<file path="src/rtl/mul_pkg.sv">
package mul_pkg;
   typedef enum logic [1:0] {
      ST_IDLE = 2'd0,
      ST_RUN  = 2'd1,
      ST_FIX  = 2'd2
   } mul_state_e;
endpackage

</file>
<file path="src/rtl/mul_ctrl.sv">
module mul_ctrl
   import mul_pkg::*;
#(
   parameter int WIDTH = 32
) (
   input  logic clk,
   input  logic rst_n,
   input  logic start,
   output logic load,
   output logic step,
   output logic fix,
   output logic busy,
   output logic done
);
   localparam int CW = (WIDTH > 2) ? $clog2(WIDTH) : 1;
   localparam logic [CW-1:0] LAST = CW'(WIDTH - 1);

   mul_state_e      state_q;
   logic [CW-1:0]   cnt_q;
   logic            last;

   assign load = (state_q == ST_IDLE) && start;
   assign step = (state_q == ST_RUN);
   assign fix  = (state_q == ST_FIX);
   assign busy = (state_q != ST_IDLE);
   assign last = (cnt_q == LAST);

   always_ff @(posedge clk or negedge rst_n) begin
      if (!rst_n) begin
         state_q <= ST_IDLE;
         cnt_q   <= '0;
         done    <= 1'b0;
      end else begin
         done <= 1'b0;
         case (state_q)
            ST_IDLE: if (start) begin
               state_q <= ST_RUN;
               cnt_q   <= '0;
            end
            ST_RUN: begin
               cnt_q <= cnt_q + 1'b1;
               if (last) state_q <= ST_FIX;
            end
            ST_FIX: begin
               state_q <= ST_IDLE;
               done    <= 1'b1;
            end
            default: state_q <= ST_IDLE;
         endcase
      end
   end

   // the count advances by one per compute cycle until the last one
   a_r4_iter_count: assert property (@(posedge clk) disable iff (!rst_n)
      (step && !last) |=> (step && cnt_q == $past(cnt_q) + 1'b1));

   // done lasts a single cycle
   a_r4_done_pulse: assert property (@(posedge clk) disable iff (!rst_n)
      done |=> !done);

   // a start during a run does not restart the count
   a_r7_start_ignored: assert property (@(posedge clk) disable iff (!rst_n)
      (step && start && !last) |=> (cnt_q != '0));
endmodule

</file>
<file path="src/rtl/mul_sign.sv">
module mul_sign #(
   parameter int WIDTH     = 32,
   parameter bit SIGNED_EN = 1'b1
) (
   input  logic             is_signed,
   input  logic [WIDTH-1:0] a,
   input  logic [WIDTH-1:0] b,
   output logic [WIDTH-1:0] mag_a,
   output logic [WIDTH-1:0] mag_b,
   output logic             neg
);
   generate
      if (SIGNED_EN) begin : g_signed
         logic a_neg, b_neg;
         assign a_neg = is_signed && a[WIDTH-1];
         assign b_neg = is_signed && b[WIDTH-1];
         assign mag_a = a_neg ? (~a + 1'b1) : a;
         assign mag_b = b_neg ? (~b + 1'b1) : b;
         assign neg   = a_neg ^ b_neg;
      end else begin : g_unsigned
         logic unused_sel;
         assign unused_sel = is_signed;
         assign mag_a = a;
         assign mag_b = b;
         assign neg   = 1'b0;
      end
   endgenerate
endmodule

</file>
<file path="src/rtl/mul_datapath.sv">
module mul_datapath #(
   parameter int WIDTH = 32
) (
   input  logic               clk,
   input  logic               rst_n,
   input  logic               load,
   input  logic               step,
   input  logic               fix,
   input  logic [WIDTH-1:0]   mag_a,
   input  logic [WIDTH-1:0]   mag_b,
   input  logic               neg_in,
   output logic [2*WIDTH-1:0] prod
);
   localparam int PW = 2 * WIDTH;

   logic [WIDTH-1:0] mcand_q;
   logic             neg_q;
   logic [WIDTH-1:0] addend;
   logic [WIDTH:0]   upper_sum;

   assign addend    = prod[0] ? mcand_q : '0;
   assign upper_sum = {1'b0, prod[PW-1:WIDTH]} + {1'b0, addend};

   always_ff @(posedge clk or negedge rst_n) begin
      if (!rst_n) begin
         mcand_q <= '0;
         neg_q   <= 1'b0;
         prod    <= '0;
      end else if (load) begin
         mcand_q <= mag_a;
         neg_q   <= neg_in;
         prod    <= {{WIDTH{1'b0}}, mag_b};
      end else if (step) begin
         prod <= {upper_sum, prod[WIDTH-1:1]};
      end else if (fix && neg_q) begin
         prod <= ~prod + 1'b1;
      end
   end

   // a load clears the upper half
   a_r2_load_clear: assert property (@(posedge clk) disable iff (!rst_n)
      load |=> (prod[PW-1:WIDTH] == '0));

   // a step with bit 0 clear is a pure right shift
   a_r3_skip_shift: assert property (@(posedge clk) disable iff (!rst_n)
      (step && !prod[0]) |=> (prod == ($past(prod) >> 1)));
endmodule

</file>
<file path="src/rtl/shift_add_mul.sv">
module shift_add_mul #(
   parameter int WIDTH     = 32,
   parameter bit SIGNED_EN = 1'b1
) (
   input  logic             clk,
   input  logic             rst_n,
   input  logic             start,
   input  logic             is_signed,
   input  logic [WIDTH-1:0] mcand,
   input  logic [WIDTH-1:0] mplier,
   output logic             busy,
   output logic             done,
   output logic [WIDTH-1:0] prod_hi,
   output logic [WIDTH-1:0] prod_lo
);
   generate
      if (WIDTH < 2) begin : g_bad_width
         $error("shift_add_mul: WIDTH must be at least 2");
      end
   endgenerate

   logic               load, step, fix;
   logic [WIDTH-1:0]   mag_a, mag_b;
   logic               neg;
   logic [2*WIDTH-1:0] prod;

   mul_ctrl #(.WIDTH(WIDTH)) u_ctrl (
      .clk(clk), .rst_n(rst_n), .start(start),
      .load(load), .step(step), .fix(fix), .busy(busy), .done(done)
   );

   mul_sign #(.WIDTH(WIDTH), .SIGNED_EN(SIGNED_EN)) u_sign (
      .is_signed(is_signed), .a(mcand), .b(mplier),
      .mag_a(mag_a), .mag_b(mag_b), .neg(neg)
   );

   mul_datapath #(.WIDTH(WIDTH)) u_dp (
      .clk(clk), .rst_n(rst_n), .load(load), .step(step), .fix(fix),
      .mag_a(mag_a), .mag_b(mag_b), .neg_in(neg), .prod(prod)
   );

   assign prod_hi = prod[2*WIDTH-1:WIDTH];
   assign prod_lo = prod[WIDTH-1:0];

   // outputs hold while idle and no start arrives
   a_r8_hold_idle: assert property (@(posedge clk) disable iff (!rst_n)
      (!busy && !start) |=> $stable({prod_hi, prod_lo}));

   // done never overlaps busy
   a_r4_done_not_busy: assert property (@(posedge clk) disable iff (!rst_n)
      done |-> !busy);
endmodule

</file>
<file path="config.mk">
export PLATFORM = sky130hd
export DESIGN_NAME = shift_add_mul
export DESIGN_NICKNAME = d
export VERILOG_FILES = /design/src/rtl/mul_pkg.sv /design/src/rtl/mul_ctrl.sv /design/src/rtl/mul_sign.sv /design/src/rtl/mul_datapath.sv /design/src/rtl/shift_add_mul.sv
export SDC_FILE = /design/constraint.sdc
export NUM_CORES = 1
export LEC_CHECK = 0
export BUFFER_PORTS_ARGS = -buffer_cell sky130_fd_sc_hd__buf_2
export CORE_ASPECT_RATIO = 1.4
export CORE_MARGIN = 2
export CORE_UTILIZATION = 54
export CTS_BUF_LIST = sky130_fd_sc_hd__clkbuf_8
export CTS_CLUSTER_DIAMETER = 120
export DETAILED_ROUTE_END_ITERATION = 8
export PLACE_DENSITY_LB_ADDON = 0.1
export SLEW_MARGIN = 20
export SYNTH_ARGS = -nofsm -noshare
export SYNTH_HDL_FRONTEND = slang
export SYNTH_SLANG_ARGS = --single-unit
</file>
<file path="constraint.sdc">
create_clock -name clk -period 2.65 [get_ports clk]
set_input_delay 0.265 -clock clk [delete_from_list [all_inputs] [get_ports clk]]
set_output_delay 0.265 -clock clk [all_outputs]
set_load 0.005 [all_outputs]
</file>
==> key figures, run 1 <==
Detailed routing
  – Antenna Nets Post-Route: 0
  – Drt total wl: 32620 um
  – Vias/cell: 6.284
  – Routed WL per cell: 19.57 um
  – DR pass1 iterations: 5
  – DRT iter0 DRCs: 650
  – Vias after detailed routing: 10476
  – Post-route DRC: 0

Timing
  – Unrepaired setup endpoints after global routing: yes
  – Final worst slack: -0.01813 ns
  – Final slew viol count: 0
  – Final Cycle Share: 100.7%
  – Hold Fails Final Rpt: 0
  – WHS: 0.1534 ns
  – Actual slew at the worst max-slew pin: 0.7869 ns
  – Clock Skew: 0.01241 ns
  – Fmax achieved: 0.3748 GHz
  – Tmin final: 2.668 ns
  – Max_slew headroom: 47.42%
  – Setup TNS: -0.03560 ns
  – # setup viols final: 2

Finish
  – Antenna Diode Count: 0
  – Area Growth Syn to Fin: 32.08%
  – Post-layout util: 72.76%
  – Fin cells: 1667
  – Fill cell total of the finished layout: 1423
  – Layout cells sized above 1: 30.60%
  – Nets: 1565

Pwr
  – Comb power frac: 70.7%
  – Switching power total: 7.173 mW
  – Clock Power Share: 7.0%
  – Worst IR drop on VDD: 0.4968 mV
  – Total power: 14.95 mW
  – Leakage power: 5.342 nW
  – Power Density: 1232 mW/mm^2
  – Switching share of power: 47.99%
  – Int Pwr: 7.775 mW
  – Sequential share of power: 22.3%

Clocking
  – CTS HTree Levels: 3
  – CTS Buf Count: 9
  – Worst-skew pair later-pin latency: 0.40 ns
  – CTS tree: built
  – Root buffer cell: clkbuf_8
  – CTS sink cnt: 105
  – Max clock buf depth: 2
  – CTS clk-pin slew, worst paths: 0.12 ns

Yosys
  – Post-Syn Area: 0.009186 mm^2
  – Count leader, synth: nand2_1
  – Synth top area share: 28.60%
  – Register bit count reported by yosys: 105
  – YS warnings: 0
  – Syn avg cell area: 7.687 um^2
  – Most frequently used flop master after synthesis: dfrtp_1
  – Post-synth cell types: 72
  – Post-synth top cells: 134 x nand2_1, 123 x o21ai_0, 105 x dfrtp_1
  – Leading area contributor after synthesis: dfrtp_1
  – Syn nets: 1301
  – Mapped Cells: 1195
  – Post-synth EDFFs: 0
  – Async SR Flop Fraction: 100.0%
  – Largest cells by area after synthesis: dfrtp_1 29%, o21ai_0 6.7%, nand2_1 5.5%, ha_1 5.0%, xnor2_1 4.6%
  – Seq/Total Area, Yosys: 28.60%

Global routing
  – Vias in the first global route: 10077
  – Total track usage: 35.66%
  – Antenna violations before repair: 0
  – Largest net degree at the start of global routing: 71
  – Grt total ovfl: 0
  – First-pass GRT wire length: 50490 um

Place
  – Port Buffers: 133
  – Placed Cells incl. Taps: 1634
  – Gpl congestion: 0.9480
  – Post-DP HPWL: 24540 um

Critical path
  – CP bufs+invs: 3
  – CP required: 2.93 ns
  – Crit path DAT: 2.95 ns
  – Crit path top cell by count: o211ai_1
  – Crit Reg-Reg Startpoint: u_dp.prod[0]$_DFFE_PN0P_
  – Max stage delay on crit path: 0.47 ns
  – Crit Path Max Fanout: 7
  – R2R setup slack: -0.02 ns
  – Worst path cell trace: buf_6 -> and2_4 -> ha_4 -> buf_6 -> nand2_4 -> o211ai_1 -> and2_1 -> o211ai_1 -> a211oi_2 -> buf_4 -> mux2i_1 -> o211ai_1
  – Critical path endpoint category: flop
  – Crit-path leading delay family: compound AO/OA/AOI/OAI gates
  – CP Launch Point: u_dp.prod[0]$_DFFE_PN0P_
  – Setup crit start kind: flop
  – Setup Crit Path Kind: flop to flop
  – CP max stage cell: dfrtp_2

Outcome
  – Run status: finished with violations
  – Failing checks: setup timing

Die
  – Starting Density: 55.09%
  – Die X: 114.2 um
  – Core footprint: 0.01668 mm^2
  – Row count: 56
  – Die Y: 158.3 um
  – Ports: 134
  – Die Area: 0.01809 mm^2

Worst hold path
  – HP Class: input pin to flop
  – Min-delay src: mcand[1]

Flow run
  – Max_cap viols: 0
[routing by layer]
metal	share of wire [%]	up-vias	track usage, %
met4	5.5	0	21.08
met5	0	-	0
met2	51	414	64.63
li1	-	4950	-
met3	5.3	109	3.997
met1	38	5003	40.11
[cells by family after synthesis]
logic type	Yosys count	share of synthesized area, %
adders and majority gates	38	5.257
buffers and inverters	90	3.705
and+or+nand+nor	470	25.76
DFF	105	28.60
muxes	7	0.7764
AOI/OAI and AO/OA	393	27.13
xor gates and xnor gates	92	8.771
[worst reg2reg max path, cell delays in order (launching register included)]
cell and delay (ns):
dfrtp_2 0.47, buf_6 0.15, and2_4 0.14, ha_4 0.28
buf_6 0.11, nand2_4 0.04, o211ai_1 0.32, and2_1 0.21
o211ai_1 0.16, a211oi_2 0.22, buf_4 0.17, mux2i_1 0.19
o211ai_1 0.10
[layout make-up]
cell class,instances,area [um^2],share of cell area [%]
Timing Repair Buffer,320,2152,17.74
Inverter,23,86.33,0.7116
Clock inverter,6,51.30,0.4228
Sequential cell,105,2629,21.67
Tap cell,203,254.0,2.093
Multi-Input combinational cell,1000,6823,56.23
Clock buffer,10,137.6,1.134
[state kept, by name, indices dropped and copies added (netlist names)]
name / flops
u_ctrl.cnt_q: 5
u_ctrl.done: 1
u_ctrl.state_q: 2
u_dp.mcand_q: 32
u_dp.neg_q: 1
u_dp.prod: 64
[stage by stage]
step / setup WS, ns / cell area, um^2
floorplan: -0.1034 / 9196
global placement: -0.1366 / 11180
detailed placement: -0.1460 / 11180
CTS: -0.03617 / 11580
global route: -0.09877 / 12130
finish: -0.01813 / 12130
[path summary, 6_finish.rpt]
| check | depth (start not counted) | to |
|---|---|---|
| worst max-delay path | 12 | u_dp.prod[58]$_DFFE_PN0P_ |
| worst min-delay path | 3 | u_dp.mcand_q[1]$_DFFE_PN0P_ |
| worst max register to register | 12 | u_dp.prod[58]$_DFFE_PN0P_ |
| worst min register to register | 2 | u_dp.mcand_q[25]$_DFFE_PN0P_ |
| max in group asynchronous | 3 | u_dp.prod[42]$_DFFE_PN0P_ |
| min in group asynchronous | 2 | u_dp.prod[5]$_DFFE_PN0P_ |
[what timing repair did]
action | in CTS | in global routing
pin swaps | 19 | 45
endpoints found under the setup margin | 19 | 27
endpoints found under the hold margin | 36 | 0
cloned | 0 | 0
hold buffers | 1 | 0
buffers inserted | 7 | 11
gates resized for setup | 31 | 94
[placed cells by master (no fill, tap or decap), drive strengths merged, types with 11 or more instances in the layout]
cell	instances
buf	319
nand2	135
o21ai	123
dfrtp	105
nor2	91
a21oi	81
nor3	55
xnor2	48
xor2	44
and2	41
ha	37
nand3	35
o211ai	34
a21o	26
nor4	26
inv	25
a31oi	20
o31ai	17
or3	17
or4	14
a211oi	13
nand4	12
and3	11
o221ai	11
[power by group through the flow]
stage,combinational (mW),sequential (mW),clock [mW]
2_1_floorplan,5.27,3.27,0
3_3_place_gp,9.15,3.26,0
3_5_place_dp,9.29,3.27,0
4_1_cts,9.64,3.26,1.04
5_1_grt,11.5,3.44,1.10
6_report,10.6,3.34,1.04
(Power assumes the default switching activity.)
==> run 2, diff against run 1 <==
- RECOVER_POWER: unset -> 50
- SKIP_LAST_GASP: unset -> 1
==> key figures, run 2 (synthesis gave the netlist of run 1 again) <==
Pwr
  – Switching power total: 7.155 mW (was 7.173 mW)
  – Leakage power: 5.289 nW (was 5.342 nW)
  – Switching share of power: 48.04% (was 47.99%)
  – Sequential share of power: 22.5% (was 22.3%)
  – Worst IR drop on VDD: 0.4952 mV (was 0.4968 mV)
  – Power Density: 1233 mW/mm^2 (was 1232 mW/mm^2)
  – Clock Power Share: 7.0% (about the same)
  – Comb power frac: 70.6% (was 70.7%)
  – Int Pwr: 7.737 mW (was 7.775 mW)

Finish
  – Largest register FFs: 64 (unchanged)
  – Post-route cell area: 0.01208 mm^2 (was 0.01213 mm^2)
  – Post-layout util: 72.41% (was 72.76%)
  – Regs by FF count: u_dp.prod: 64 flops, u_dp.mcand_q: 32 flops, u_ctrl.cnt_q: 5 flops (unchanged)
  – Area Growth Syn to Fin: 31.45% (was 32.08%)
  – Layout cells sized above 1: 29.71% (was 30.60%)
  – Nets: 1565 (unchanged)
  – Fill cell total of the finished layout: 1437 (was 1423)
  – Most frequent cells in the layout: 168 x buf_4, 131 x nand2_1, 124 x buf_2 (was 171 x buf_4, 132 x buf_2, 131 x nand2_1)
  – Most common cell after layout, fill and taps aside: buf_4 (unchanged)
  – Biggest register: u_dp.prod (unchanged)
  – Antenna Diode Count: 0 (unchanged)

Critical path
  – Crit Path Max Fanout: 7 (unchanged)
  – Worst path cell trace: buf_6 -> and2_4 -> ha_4 -> buf_6 -> nand2_2 -> o211ai_1 -> and2_1 -> o211ai_1 -> a211oi_2 -> buf_4 -> mux2i_1 -> o211ai_1 (was buf_6 -> and2_4 -> ha_4 -> buf_6 -> nand2_4 -> o211ai_1 -> and2_1 -> o211ai_1 -> a211oi_2 -> buf_4 -> mux2i_1 -> o211ai_1)
  – CP max stage cell: dfrtp_2 (unchanged)
  – Max stage delay on crit path: 0.47 ns (about the same)
  – Setup Crit Path Kind: flop to flop (unchanged)
  – Crit Reg-Reg Startpoint: u_dp.prod[0]$_DFFE_PN0P_ (unchanged)
  – CP required: 2.94 ns (was 2.93 ns)
  – Crit path DAT: 2.97 ns (was 2.95 ns)
  – Setup crit start kind: flop (unchanged)
  – Reg-to-Reg End: u_dp.prod[58]$_DFFE_PN0P_ (unchanged)
  – Reg2reg path depth: 12 (unchanged)
  – Crit path top cell by count: o211ai_1 (unchanged)
  – R2R setup slack: -0.03 ns (was -0.02 ns)
  – CP Launch Point: u_dp.prod[0]$_DFFE_PN0P_ (unchanged)
  – Crit-path leading delay family: compound AO/OA/AOI/OAI gates (unchanged)
  – CP bufs+invs: 3 (unchanged)
  – Critical path endpoint category: flop (unchanged)

Clocking
  – Root buffer cell: clkbuf_8 (unchanged)
  – CTS Buf Count: 9 (unchanged)
  – Worst-skew pair later-pin latency: 0.40 ns (about the same)
  – CTS clk-pin slew, worst paths: 0.12 ns (about the same)
  – CTS sink cnt: 105 (unchanged)
  – CTS tree: built (unchanged)
  – CTS HTree Levels: 3 (unchanged)
  – Max clock buf depth: 2 (unchanged)

Die
  – Ports: 134 (unchanged)
  – Die Y: 158.3 um (unchanged)
  – Die X: 114.2 um (unchanged)
  – Starting Density: 55.09% (unchanged)
  – Core footprint: 0.01668 mm^2 (unchanged)
  – Row count: 56 (unchanged)
  – Die Area: 0.01809 mm^2 (unchanged)

Place
  – Dpl cell area: 0.01118 mm^2 (unchanged)
  – Post-DP HPWL: 24540 um (unchanged)
  – Port Buffers: 133 (unchanged)
  – Gpl congestion: 0.9480 (unchanged)
  – Place WS: -0.1460 ns (unchanged)

Detailed routing
  – Vias/cell: 6.271 (was 6.284)
  – DRT iter0 DRCs: 728 (was 650)
  – Antenna Nets Post-Route: 0 (unchanged)
  – Vias after detailed routing: 10454 (was 10476)
  – Routed WL per cell: 19.49 um (was 19.57 um)
  – DR pass1 iterations: 8 (was 5)
  – Post-route DRC: 0 (unchanged)
  – Drt total wl: 32490 um (was 32620 um)

Global routing
  – Total track usage: 35.66% (unchanged)
  – Antenna violations before repair: 0 (unchanged)
  – Grt total ovfl: 0 (unchanged)
  – Largest net degree at the start of global routing: 71 (unchanged)
  – Vias in the first global route: 10077 (unchanged)
  – First-pass GRT wire length: 50490 um (unchanged)

Timing
  – Final Cycle Share: 101.2% (was 100.7%)
  – Setup TNS: -0.04544 ns (was -0.03560 ns)
  – Actual slew at the worst max-slew pin: 1.191 ns (was 0.7869 ns)
  – Clock Skew: 0.01237 ns (was 0.01241 ns)
  – Final slew viol count: 0 (unchanged)
  – Max_slew headroom: 20.58% (was 47.42%)
  – Unrepaired setup endpoints after global routing: yes (unchanged)
  – WHS: 0.1520 ns (was 0.1534 ns)
  – Final worst slack: -0.03105 ns (was -0.01813 ns)
  – Fmax achieved: 0.3730 GHz (was 0.3748 GHz)
  – Tmin final: 2.681 ns (was 2.668 ns)
  – # setup viols final: 2 (unchanged)
  – Hold Fails Final Rpt: 0 (unchanged)

Outcome
  – Run status: finished with violations (unchanged)
  – Failing checks: setup timing (unchanged)

Worst hold path
  – Worst hold path cell count: 3 (unchanged)
  – Min-Delay Endpoint: u_dp.mcand_q[1]$_DFFE_PN0P_ (unchanged)
  – HP Class: input pin to flop (unchanged)
  – Min-delay src: mcand[1] (unchanged)

Flow run
  – Max_cap viols: 0 (unchanged)
==> run 2: cell types whose count changed in the layout (fill, tap and decap cells not counted), sizes merged <==
cell	previous run	this run
buf	319	307
clkbuf	10	22
==> run 2: tightest hold or removal path, delay by kind of cell <==
family,cells,cell delay [ns]
buf+inv,1,0.12
compound gates,1,0.08
simple gates,1,0.05
==> run 2: metal layers <==
metal | part of all wire, % | global-route usage [%] | vias to the layer above
li1 | - | - | 4946
met1 | 38 | 40.11 | 5002
met2 | 51 | 64.63 | 389
met3 | 4.8 | 3.997 | 117
met4 | 5.7 | 21.08 | 0
met5 | 0 | 0 | -
==> run 2: metrics by stage <==
step	std cells	total power [mW]
2_1_floorplan	1195	8.547
3_3_place_gp	1634	12.41
3_5_place_dp	1634	12.56
4_1_cts	1658	13.94
5_1_grt	1667	15.99
6_report	1667	14.89
==> run 2: power groups by stage <==
stage                     Combinational, mW  Clock, mW  Sequential, mW
after floorplan                        5.27          0            3.27
after global placement                 9.15          0            3.26
after detailed placement               9.29          0            3.27
after CTS                              9.64       1.04            3.26
after global routing                   11.5       1.10            3.44
final                                  10.5       1.04            3.35
==> run 2: worst max path at each step <==
stage	endpoint	slack, ns	cells after the start
floorplan	u_dp.prod[50]$_DFFE_PN0P_	-0.10	8
global placement	u_dp.prod[62]$_DFFE_PN0P_	-0.14	11
detailed placement	u_dp.prod[62]$_DFFE_PN0P_	-0.15	11
CTS	u_dp.prod[43]$_DFFE_PN0P_	-0.04	11
global route	u_dp.prod[52]$_DFFE_PN0P_	-0.12	10
finish	u_dp.prod[58]$_DFFE_PN0P_	-0.03	12
==> run 2: layout make-up <==
class                           instances  area [um^2]  area share (%)
Multi-Input combinational cell       1000         6808           56.38
Sequential cell                       105         2629           21.77
Tap cell                              203        254.0           2.103
Inverter                               23        86.33          0.7150
Timing Repair Buffer                  320         2110           17.47
Clock buffer                           10        137.6           1.140
Clock inverter                          6        51.30          0.4248
==> run 2: repair_timing <==
action                                  in CTS  in global routing
hold endpoints to repair                    36                  0
hold buffers                                 1                  0
gates resized for setup                     31                 90
endpoints found under the setup margin      19                 27
setup buffers                                7                 11
pin swaps                                   19                 42
==> run 3, diff against run 2 <==
- SETUP_SLACK_MARGIN: unset -> 0.1
==> key figures, run 3 (synthesis gave the netlist of run 1 again) <==
Die
  – Die Y: 158.3 um (unchanged)
  – Starting Density: 55.09% (unchanged)
  – Core footprint: 0.01668 mm^2 (unchanged)
  – Die Area: 0.01809 mm^2 (unchanged)
  – Row count: 56 (unchanged)
  – Ports: 134 (unchanged)
  – Die X: 114.2 um (unchanged)

Place
  – Placed Cells incl. Taps: 1624 (was 1634)
  – Gpl congestion: 0.9597 (was 0.9480)
  – Post-DP HPWL: 23970 um (was 24540 um)
  – Port Buffers: 133 (unchanged)

Critical path
  – CP max stage cell: dfrtp_2 (unchanged)
  – Crit Path Max Fanout: 6 (was 7)
  – Reg2reg path depth: 13 (was 12)
  – CP required: 2.91 ns (was 2.94 ns)
  – Setup crit start kind: flop (unchanged)
  – Worst path cell trace: and2_4 -> ha_4 -> inv_2 -> fa_2 -> nand2b_4 -> a21oi_4 -> o31a_1 -> o211ai_1 -> buf_4 -> a31oi_4 -> buf_6 -> xnor2_2 -> a21oi_1 (was buf_6 -> and2_4 -> ha_4 -> buf_6 -> nand2_2 -> o211ai_1 -> and2_1 -> o211ai_1 -> a211oi_2 -> buf_4 -> mux2i_1 -> o211ai_1)
  – CP bufs+invs: 3 (unchanged)
  – Crit path DAT: 2.98 ns (was 2.97 ns)
  – Worst path depth: 13 (was 12)
  – Setup Crit Path Kind: flop to flop (unchanged)
  – Crit-path leading delay family: compound AO/OA/AOI/OAI gates (unchanged)
  – Max stage delay on crit path: 0.46 ns (was 0.47 ns)
  – Critical path endpoint category: flop (unchanged)

Finish
  – Fill cell total of the finished layout: 1392 (was 1437)
  – Largest register FFs: 64 (unchanged)
  – Fin cells: 1674 (was 1667)
  – Multi-input logic area: 0.006905 mm^2 (was 0.006808 mm^2)
  – Most frequent cells in the layout: 172 x buf_4, 130 x nand2_1, 122 x buf_2 (was 168 x buf_4, 131 x nand2_1, 124 x buf_2)
  – Most common cell after layout, fill and taps aside: buf_4 (unchanged)
  – Regs by FF count: u_dp.prod: 64 flops, u_dp.mcand_q: 32 flops, u_ctrl.cnt_q: 5 flops (unchanged)
  – Biggest register: u_dp.prod (unchanged)
  – Register area: 0.002629 mm^2 (unchanged)
  – Area Growth Syn to Fin: 33.71% (was 31.45%)
  – Antenna Diode Count: 0 (unchanged)
  – Nets: 1572 (was 1565)
  – Layout cells sized above 1: 31.41% (was 29.71%)

Flow run
  – Max_cap viols: 0 (unchanged)

Detailed routing
  – Post-route DRC: 0 (unchanged)
  – Antenna Nets Post-Route: 0 (unchanged)
  – Drt total wl: 32760 um (was 32490 um)
  – Routed WL per cell: 19.57 um (was 19.49 um)
  – Vias/cell: 6.290 (was 6.271)
  – Vias after detailed routing: 10529 (was 10454)
  – DR pass1 iterations: 5 (was 8)
  – DRT iter0 DRCs: 743 (was 728)

Timing
  – Final Cycle Share: 102.6% (was 101.2%)
  – Final slew viol count: 0 (unchanged)
  – Unrepaired setup endpoints after global routing: yes (unchanged)
  – Max_slew headroom: 19.56% (was 20.58%)
  – Fmax achieved: 0.3677 GHz (was 0.3730 GHz)
  – Clock Skew: 0.01634 ns (was 0.01237 ns)
  – Tmin final: 2.720 ns (was 2.681 ns)
  – Final worst slack: -0.06980 ns (was -0.03105 ns)
  – # setup viols final: 8 (was 2)
  – Hold Fails Final Rpt: 0 (unchanged)
  – Actual slew at the worst max-slew pin: 1.207 ns (was 1.191 ns)

Pwr
  – Power Density: 1227 mW/mm^2 (was 1233 mW/mm^2)
  – Worst IR drop on VDD: 0.5008 mV (was 0.4952 mV)
  – Leakage power: 5.392 nW (was 5.289 nW)
  – Total power: 15.07 mW (was 14.89 mW)

Global routing
  – First-pass GRT wire length: 50730 um (was 50490 um)
  – Vias in the first global route: 10061 (was 10077)
  – Largest net degree at the start of global routing: 71 (unchanged)
  – Antenna violations before repair: 0 (unchanged)
  – Total track usage: 35.79% (was 35.66%)
  – Grt total ovfl: 0 (unchanged)

Clocking
  – Root buffer cell: clkbuf_8 (unchanged)
  – CTS tree: built (unchanged)
  – CTS Buf Count: 9 (unchanged)
  – CTS clk-pin slew, worst paths: 0.11 ns (was 0.12 ns)
  – CTS HTree Levels: 3 (unchanged)
  – CTS sink cnt: 105 (unchanged)
  – Worst-skew pair later-pin latency: 0.40 ns (about the same)
  – Max clock buf depth: 2 (unchanged)

Outcome
  – Failing checks: setup timing (unchanged)
  – Run status: finished with violations (unchanged)

Worst hold path
  – Worst hold path cell count: 3 (unchanged)
  – HP Class: input pin to flop (unchanged)
==> run 3: metrics by stage <==
stage	utilization [%]	setup WS [ns]	hold WS, ns	TNS, ns	cell area, um^2
floorplan	-	-0.1017	-0.03059	-0.1809	9223
global placement	66.87	-0.07423	0.3253	-0.1639	11150
detailed placement	66.87	-0.1350	0.3234	-0.7901	11150
CTS	70.82	-0.04463	0.1407	-0.05497	11810
global route	73.66	-0.1452	0.1430	-1.584	12280
finish	73.66	-0.06980	0.1551	-0.2684	12280
==> run 3: power breakdown <==
part | internal (mW) | switching (mW) | leakage, nW | total [mW]
clock | 0.380 | 0.649 | 0.0991 | 1.03
combinational | 5.01 | 5.67 | 4.03 | 10.7
sequential | 2.44 | 0.927 | 1.27 | 3.36
==> run 3: final timing paths <==
check,slack (ns),end,from
max in group asynchronous,0.51,u_dp.prod[0]$_DFFE_PN0P_,rst_n
hold / removal,0.16,u_dp.mcand_q[1]$_DFFE_PN0P_,mcand[1]
hold reg to reg,0.49,u_dp.mcand_q[14]$_DFFE_PN0P_,u_dp.mcand_q[14]$_DFFE_PN0P_
setup reg to reg,-0.07,u_dp.prod[53]$_DFFE_PN0P_,u_dp.prod[0]$_DFFE_PN0P_
setup / recovery,-0.07,u_dp.prod[53]$_DFFE_PN0P_,u_dp.prod[0]$_DFFE_PN0P_
min in group asynchronous,0.63,u_dp.mcand_q[24]$_DFFE_PN0P_,rst_n
==> run 3: timing repair <==
item,CTS,global route
endpoints found under the setup margin,25,30
hold buffers,1,0
hold endpoints to repair,40,0
setup buffers,16,15
cloned,0,2
resized for setup,68,85
pin swaps,39,67
==> run 3: worst min-delay path: stages <==
cell and delay (ns):
buf_2 0.12, nand2_1 0.05, a31oi_1 0.08
==> run 3: area by class of cell <==
type / instances / area share [%]
flip-flops and latches: 105 / 21.40
inverters: 23 / 0.7029
multi-input cells: 1000 / 56.22
well taps: 203 / 2.068
repair buffers: 327 / 18.10
clock inverters: 6 / 0.3871
clock buffers: 10 / 1.121
==> run 3: layer usage <==
metal  track usage (%)  routed length [um]  vias to the layer above
li1                  -                   -                     4969
met1             40.34               12440                     5008
met2             63.24               16590                      428
met3             4.416                1656                      124
met4             23.64                2076                        0
met5                 0                   0                        -
